File: config.mk
export PLATFORM = sky130hd
export DESIGN_NAME = ser_flag_ctrl
export DESIGN_NICKNAME = d
export VERILOG_FILES = /design/src/rtl/ser_flag_pkg.sv /design/src/rtl/ser_flag_decode.sv /design/src/rtl/ser_flag_regs.sv /design/src/rtl/ser_flag_ctrl.sv
export SDC_FILE = /design/constraint.sdc
export NUM_CORES = 1
export LEC_CHECK = 0
export BUFFER_PORTS_ARGS = -buffer_cell sky130_fd_sc_hd__buf_2
export CAP_MARGIN = 30
export CORE_UTILIZATION = 32
export CTS_CLUSTER_SIZE = 10
export DETAILED_ROUTE_END_ITERATION = 10
export PLACE_DENSITY = 0.86
export SLEW_MARGIN = 20
export SYNTH_ARGS = -nofsm -noshare
export SYNTH_HDL_FRONTEND = slang
export SYNTH_HIERARCHICAL = 1
export SYNTH_SLANG_ARGS = --single-unit
File: constraint.sdc
create_clock -name clk -period 0.9 [get_ports clk]
set_input_delay 0.18 -clock clk [delete_from_list [all_inputs] [get_ports clk]]
set_output_delay 0.18 -clock clk [all_outputs]
set_load 0.05 [all_outputs]
File: src/rtl/ser_flag_pkg.sv
package ser_flag_pkg;
  localparam int CMD_W     = 16;
  localparam int STAT_W    = 16;
  localparam int NUM_GATED = 5;              // errors that have a detection enable
  localparam int NUM_ERR   = NUM_GATED + 1;  // plus the mode error
  localparam int MODE_IDX  = NUM_ERR - 1;

  // Command word strobe positions
  localparam int EN_CLR_BIT = 0;
  localparam int EN_SET_BIT = 1;
  localparam int MS_CLR_BIT = 2;
  localparam int MS_SET_BIT = 3;
  // Per error index: 0 txOvf, 1 rxOvf, 2 abort, 3 txUnd, 4 rxUnd, 5 mode
  localparam int ERR_CLR_BIT [NUM_ERR] = '{8, 9, 10, 11, 4, 6};
  localparam int ERR_SET_BIT [NUM_ERR] = '{12, 13, 14, 15, 5, 7};

  // Status word positions
  localparam int EN_POS   = 0;
  localparam int MS_POS   = 1;
  localparam int BUSY_POS = 13;
  localparam int ERR_POS [NUM_ERR] = '{8, 9, 10, 11, 12, 7};

  typedef struct packed {
    logic               enClr;
    logic               enSet;
    logic               msClr;
    logic               msSet;
    logic [NUM_ERR-1:0] errClr;
    logic [NUM_ERR-1:0] errSet;
    logic [NUM_ERR-1:0] errHw;
  } flagCmd_t;
endpackage

File: src/rtl/ser_flag_decode.sv
module ser_flag_decode
  import ser_flag_pkg::*;
(
  input  logic                 cmdWe,
  input  logic [CMD_W-1:0]     cmdData,
  input  logic [NUM_GATED-1:0] evtErr,
  input  logic                 evtMode,
  input  logic [NUM_GATED-1:0] errEnable,
  output flagCmd_t             strobes
);
  assign strobes.enClr = cmdWe & cmdData[EN_CLR_BIT];
  assign strobes.enSet = cmdWe & cmdData[EN_SET_BIT];
  assign strobes.msClr = cmdWe & cmdData[MS_CLR_BIT];
  assign strobes.msSet = cmdWe & cmdData[MS_SET_BIT];

  for (genvar i = 0; i < NUM_ERR; i++) begin : g_err
    assign strobes.errClr[i] = cmdWe & cmdData[ERR_CLR_BIT[i]];
    assign strobes.errSet[i] = cmdWe & cmdData[ERR_SET_BIT[i]];
    if (i < NUM_GATED) begin : g_gated
      assign strobes.errHw[i] = evtErr[i] & errEnable[i];
    end else begin : g_always
      assign strobes.errHw[i] = evtMode;
    end
  end
endmodule

File: src/rtl/ser_flag_regs.sv
module ser_flag_regs
  import ser_flag_pkg::*;
(
  input  logic              clk,
  input  logic              rstN,
  input  flagCmd_t          strobes,
  input  logic              busyIn,
  input  logic              rdSelCmd,
  output logic [STAT_W-1:0] statusWord,
  output logic              errIrq,
  output logic [STAT_W-1:0] rdData
);
  logic               enQ;
  logic               msQ;
  logic [NUM_ERR-1:0] errQ;

  // Mode bits: clear has priority over set
  always_ff @(posedge clk) begin
    if (!rstN) begin
      enQ <= 1'b0;
      msQ <= 1'b0;
    end else begin
      if (strobes.enClr)      enQ <= 1'b0;
      else if (strobes.enSet) enQ <= 1'b1;
      if (strobes.msClr)      msQ <= 1'b0;
      else if (strobes.msSet) msQ <= 1'b1;
    end
  end

  // Error flags: hardware event > software clear > software set > hold
  for (genvar i = 0; i < NUM_ERR; i++) begin : g_flag
    always_ff @(posedge clk) begin
      if (!rstN)                  errQ[i] <= 1'b0;
      else if (strobes.errHw[i])  errQ[i] <= 1'b1;
      else if (strobes.errClr[i]) errQ[i] <= 1'b0;
      else if (strobes.errSet[i]) errQ[i] <= 1'b1;
    end
  end

  always_comb begin
    statusWord           = '0;
    statusWord[EN_POS]   = enQ;
    statusWord[MS_POS]   = msQ;
    statusWord[BUSY_POS] = busyIn;
    for (int i = 0; i < NUM_ERR; i++) statusWord[ERR_POS[i]] = errQ[i];
  end

  assign errIrq = |errQ;
  assign rdData = rdSelCmd ? '0 : statusWord;
endmodule

File: src/rtl/ser_flag_ctrl.sv
module ser_flag_ctrl
  import ser_flag_pkg::*;
(
  input  logic                 clk,
  input  logic                 rstN,
  input  logic                 cmdWe,
  input  logic [CMD_W-1:0]     cmdData,
  input  logic [NUM_GATED-1:0] evtErr,
  input  logic                 evtMode,
  input  logic [NUM_GATED-1:0] errEnable,
  input  logic                 busyIn,
  input  logic                 rdSelCmd,
  output logic [STAT_W-1:0]    statusWord,
  output logic                 errIrq,
  output logic [STAT_W-1:0]    rdData
);
  flagCmd_t strobes;

  ser_flag_decode u_decode (
    .cmdWe     (cmdWe),
    .cmdData   (cmdData),
    .evtErr    (evtErr),
    .evtMode   (evtMode),
    .errEnable (errEnable),
    .strobes   (strobes)
  );

  ser_flag_regs u_regs (
    .clk        (clk),
    .rstN       (rstN),
    .strobes    (strobes),
    .busyIn     (busyIn),
    .rdSelCmd   (rdSelCmd),
    .statusWord (statusWord),
    .errIrq     (errIrq),
    .rdData     (rdData)
  );
endmodule

==> results of run 1 <==
-- path summary, 6_finish.rpt --
| kind | end | slack, ns | cells past startpoint |
|---|---|---|---|
| max | errIrq | -0.43 | 3 |
| min | u_regs/statusWord[7] | 0.20 | 2 |
| max reg2reg | u_regs/statusWord[7] | -0.16 | 4 |
| min reg2reg | u_regs/statusWord[9] | 0.56 | 1 |
-- state kept, by name, indices dropped and copies added (netlist names) --
signal,flops
u_regs/enQ,1
u_regs/msQ,1
u_regs/statusWord,6
-- where the power goes --
part	internal, mW	switching [mW]
clock	0.171	0.138
sequential	0.382	0.0303
combinational	0.337	0.480
total	0.890	0.648
-- repair_timing --
item / in CTS / in global routing
buffers inserted: 3 / 4
pin swaps: 5 / 2
resized for setup: 52 / 7
setup endpoints to repair: 22 / 20
gates cloned: 0 / 0
-- Yosys cell counts (all sizes together) --
cell type  instances  area share (%)
nand2b             6             5.7
nor3b              2             3.8
nor4               1            0.95
nand2              1            0.57
dfxtp              8              24
buf               19              22
nor2b              9             8.6
o311a              6             9.1
conb               1            0.57
and2              21              22
nor2               3             1.7
-- per-stage QoR --
stage / setup TNS [ns] / utilization, %
3_3_place_gp: -1.511 / 50.52
5_1_grt: -4.421 / 63.92
4_1_cts: -3.682 / 61.60
2_1_floorplan: -0.6005 / -
3_5_place_dp: -1.853 / 50.52
6_report: -3.789 / 63.92
-- kinds of logic (layout without fill, tap and decap cells) --
group	after synthesis	count (layout)
buffers and inverters	19	64
AOI/OAI and AO/OA	6	6
other	1	14
DFF	8	8
and+or+nand+nor	43	43
-- layout make-up --
type,instances,share of cell area (%)
clock buffers,4,2.117
multi-input cells,63,39.01
flip-flops and latches,8,14.92
well taps,27,2.722
repair buffers,60,41.23
-- worst max-delay path: stages (launching register included) --
cell	delay [ns]
dfxtp_4	0.35
nor4_4	0.32
nand2_4	0.07
buf_6	0.16
-- per-layer routing --
| metal | vias up | part of all wire [%] |
|---|---|---|
| met4 | 0 | 0 |
| met5 | - | 0 |
| met3 | 0 | 9.9 |
| li1 | 338 | - |
| met2 | 52 | 52 |
| met1 | 350 | 38 |
==> impl_metrics.csv, run 1 <==
group,metric,value,unit
status,status,"complete, but fails checks",
status,violations,"negative setup slack",
finish,finalNonFillerCells,162,
synth,synth_area,656.9,um2
pwr,irDropWorstVdd,1.086,mV
setup_path,startpoint,"u_regs/statusWord[11]",
finish,fin_area,1241,um2
setup_path,critPathLaunchType,"flop",
clocking,clk_pin_slew,0.06,ns
finish,final_common_cell,"buf_2",
detailed_routing,routed_wl,1985,um
min_path,hp-start,"evtMode",
clocking,clock_sinks,8,
global_routing,met2_usage,32.05,%
pwr,p_leak,0.6120,nW
clocking,clockBufferDepth,2,
place,place_area,980.9,um2
place,post-place-ws,-0.1918,ns
sta,min_period,1.329,ns
global_routing,grt_pass1_vias,632,
synth,ys_types,13,
place,place_congestion,0.6442,
place,hpwl,1210,um
synth,synth-seq-area-share,24.38,%
global_routing,grt.overflow.total,0,
die,dieArea,2238,um2
pwr,powerDensity,1239,nW/um2
clocking,insertion_delay,0.26,ns
finish,seqCellArea,185.2,um2
synth,synth-compound-area-share,9.143,%
die,rows,16,
global_routing,grt_use_met1,18.81,%
clocking,cts_buffers,3,
min_path,hold_path.class,"input pin to flop",
place,place_inst,152,
sta,rsz0062_at_grt,"yes",
synth,synthesis.instances,77,
sta,period_share,147.6,%
sta,finalSetupViolations,18,
global_routing,track_usage,17.55,%
global_routing,busiest_layer,"met2",
finish,layout_common_cells,"buf_2, buf_6, conb_1, and2_2, buf_8",
pwr,report.power.total,1.538,mW
setup_path,crit_path_end_kind,"output port",
finish,diodes,0,
place,port-buffer-count,50,
clocking,cts_tree,"done",
detailed_routing,vias,740,
clocking,htreeDepth,1,
detailed_routing,drt-pass1-iter-count,4,
sta,drv_slew,0,
synth,yosys.area_share.xor_xnor,0,%
sta,fmax,752.7,MHz
synth,synth_mux_area_share,0,%
synth,ys_seq_elements,8,
detailed_routing,drtIter0Drc,12,
setup_path,required,0.72,ns
detailed_routing,drt.antenna.violating_nets,0,
synth,synthAdderAreaFrac,0,%
die,initial_core_util,33.83,%
detailed_routing,via_per_inst,4.568,
clocking,cts.hold.buffers_added,0,
global_routing,grt_util_met3,5.000,%
finish,multi_input_area,484.2,um2
finish,drive_gt1_share,71.11,%
die,die_w,47.31,um
finish,n_fill_cell,156,
synth,yosys.area_share.simple,43.62,%
sta,finClkSkew,0,ns
die,core-area,1942,um2
die,pin_count,65,
detailed_routing,wl_per_cell,12.25,um
die,fp.dieH,47.31,um
sta,hold_viol_final,0,
finish,final_nets,168,
setup_path,rr_startpoint,"u_regs/statusWord[7]",
setup_path,crit_arrival,1.15,ns
global_routing,grt_max_degree,17,
global_routing,antenna_found_initial,0,
run,cap_violations,0,
synth,yosys_warnings,6,
finish,area_growth,88.95,%
sta,setup_ws,-0.4286,ns
global_routing,grt_pass1_wl,2725,um
synth,synth_top_family_by_area,"simple AND/OR/NAND/NOR gates",
sta,holdWs,0.2025,ns
detailed_routing,drc,0,
clocking,cts-root-buf,"clkbuf_4",
synth,syn_avg_cell_area,8.531,um2
setup_path,crit_type,"flop to output port",
setup_path,worst-path-max-fanout,2,
No activity file was read; power rests on OpenSTA's default activity.
==> run 2, diff against run 1 <==
--- a/config.mk
+++ b/config.mk
@@ -7,10 +7,10 @@
 export LEC_CHECK = 0
 export BUFFER_PORTS_ARGS = -buffer_cell sky130_fd_sc_hd__buf_2
 export CAP_MARGIN = 30
-export CORE_UTILIZATION = 32
+export CORE_UTILIZATION = 38
 export CTS_CLUSTER_SIZE = 10
 export DETAILED_ROUTE_END_ITERATION = 10
-export PLACE_DENSITY = 0.86
+export PLACE_DENSITY = 0.94
 export SLEW_MARGIN = 20
 export SYNTH_ARGS = -nofsm -noshare
 export SYNTH_HDL_FRONTEND = slang
==> constraint.sdc (replaced) <==
create_clock -name clk -period 1.7 [get_ports clk]
set_input_delay 0.34 -clock clk [delete_from_list [all_inputs] [get_ports clk]]
set_output_delay 0.34 -clock clk [all_outputs]
set_load 0.05 [all_outputs]
==> impl_metrics.csv, run 2 (synthesis gave the netlist of run 1 again) <==
group,metric,value,unit
place,hpwl,1233,um
detailed_routing,drtIter0Drc,12,
setup_path,cp_num_buf_inv,1,
clocking,cts-root-buf,"clkbuf_4",
die,die_w,43.58,um
die,core-area,1559,um2
sta,drv_slew,0,
finish,layout_common_cells,"buf_2, conb_1, and2_2, and2_1, dfxtp_1",
finish,finalNonFillerCells,140,
die,fp.dieH,43.58,um
setup_path,crit_type,"flop to output port",
min_path,holdPathEnd,"u_regs/statusWord[7]",
setup_path,crit_chain,"nor4_1, nand2_1, buf_2",
die,pin_count,65,
detailed_routing,drt-pass1-iter-count,7,
setup_path,r2r-end,"u_regs/statusWord[8]",
sta,rsz0062_at_grt,"no",
setup_path,worst-path-max-fanout,4,
status,violations,"design-rule violations",
place,place_inst,137,
clocking,cts.hold.buffers_added,0,
finish,largest_reg_flops,6,
detailed_routing,drt.antenna.violating_nets,0,
finish,multi_input_area,414.1,um2
min_path,hold_path.class,"input pin to flop",
setup_path,cp_slowest_stage_delay,0.33,ns
setup_path,required,1.36,ns
run,cap_violations,0,
detailed_routing,wl_per_cell,10.62,um
detailed_routing,vias,634,
sta,setup_ws,0.1964,ns
clocking,clock_sinks,8,
place,place_congestion,0.6698,
setup_path,crit_arrival,1.16,ns
pwr,powerDensity,769.7,nW/um2
die,dieArea,1899,um2
status,status,"complete, but fails checks",
sta,min_period,1.504,ns
detailed_routing,highest_layer,"met4",
place,port-buffer-count,50,
die,rows,14,
detailed_routing,met2_wirelength,778,um
detailed_routing,via_per_inst,4.529,
setup_path,critPathLaunchType,"flop",
detailed_routing,routed_wl,1487,um
finish,final_nets,158,
detailed_routing,drc,8,
global_routing,grt_max_degree,17,
clocking,clockBufferDepth,2,
finish,seqCellArea,160.2,um2
clocking,insertion_delay,0.25,ns
setup_path,cp_slowest_cell,"dfxtp_1",
finish,final_common_cell,"buf_2",
sta,fin_setup_tns,0,ns
min_path,hp-start,"evtMode",
sta,finalSetupViolations,0,
global_routing,grt.overflow.total,0,
global_routing,antenna_found_initial,0,
setup_path,cp_top_family,"simple AND/OR/NAND/NOR gates",
sta,fmax,665.1,MHz
setup_path,r2r_slack,0.89,ns
clocking,htreeDepth,1,
setup_path,crit_path_end_kind,"output port",
clocking,clk_pin_slew,0.06,ns
detailed_routing,dr_wl_met3,89,um
pwr,irDropWorstVdd,0.3695,mV
min_path,hold_depth,2,
setup_path,rr_startpoint,"u_regs/statusWord[8]",
clocking,cts_tree,"done",
clocking,post_cts_buffers,0,
pwr,p_leak,0.4879,nW
detailed_routing,wl_met1,594,um
sta,period_share,88.44,%
setup_path,r2r_cells,1,
finish,drive_gt1_share,58.87,%
clocking,cts-resized-gates,0,
die,initial_core_util,42.13,%
finish,area_growth,32.00,%
setup_path,cp_num_cells,3,
finish,n_fill_cell,143,
global_routing,grt_pass1_vias,576,
global_routing,grt_pass1_wl,2435,um
place,post-place-ws,0.4543,ns
sta,finClkSkew,0,ns
finish,diodes,0,
global_routing,track_usage,17.84,%
sta,hold_viol_final,0,
clocking,cts_buffers,3,
pwr,report.power.total,0.6674,mW
[run 2: power breakdown]
group	internal [mW]	switching, mW	leakage, nW	total (mW)
clock network	0.0811	0.0683	0.0138	0.149
registers	0.202	0.0127	0.0664	0.215
logic	0.0852	0.218	0.408	0.303
[run 2: through the flow]
| stage | hold slack (ns) | instance area (um2) | util [%] |
|---|---|---|---|
| after floorplan | 0.4860 | 720.7 | - |
| final | 0.3236 | 867.1 | 55.62 |
| after global placement | 0.5203 | 844.6 | 54.17 |
| after detailed placement | 0.5413 | 844.6 | 54.17 |
| after CTS | 0.3179 | 867.1 | 55.62 |
| after global routing | 0.3223 | 867.1 | 55.62 |
[run 2: layer usage]
metal | vias up | global-route usage (%)
met3 | 4 | 3.750
li1 | 316 | -
met2 | 41 | 31.04
met5 | - | 0
met4 | 0 | 11.25
met1 | 273 | 19.49
[run 2: area by class of cell]
type | count | area share (%)
multi-input combinational | 63 | 47.76
timing repair buffer | 50 | 28.86
sequential | 8 | 18.47
clock buffer | 3 | 2.597
tap | 16 | 2.309
[run 2: how the worst max path moves through the flow]
stage | start | endpoint
floorplan | u_regs/statusWord[12] | rdData[12]
detailed placement | u_regs/statusWord[7] | errIrq
global route | u_regs/statusWord[7] | errIrq
finish | u_regs/statusWord[7] | errIrq
global placement | rdSelCmd | rdData[1]
CTS | u_regs/statusWord[7] | errIrq
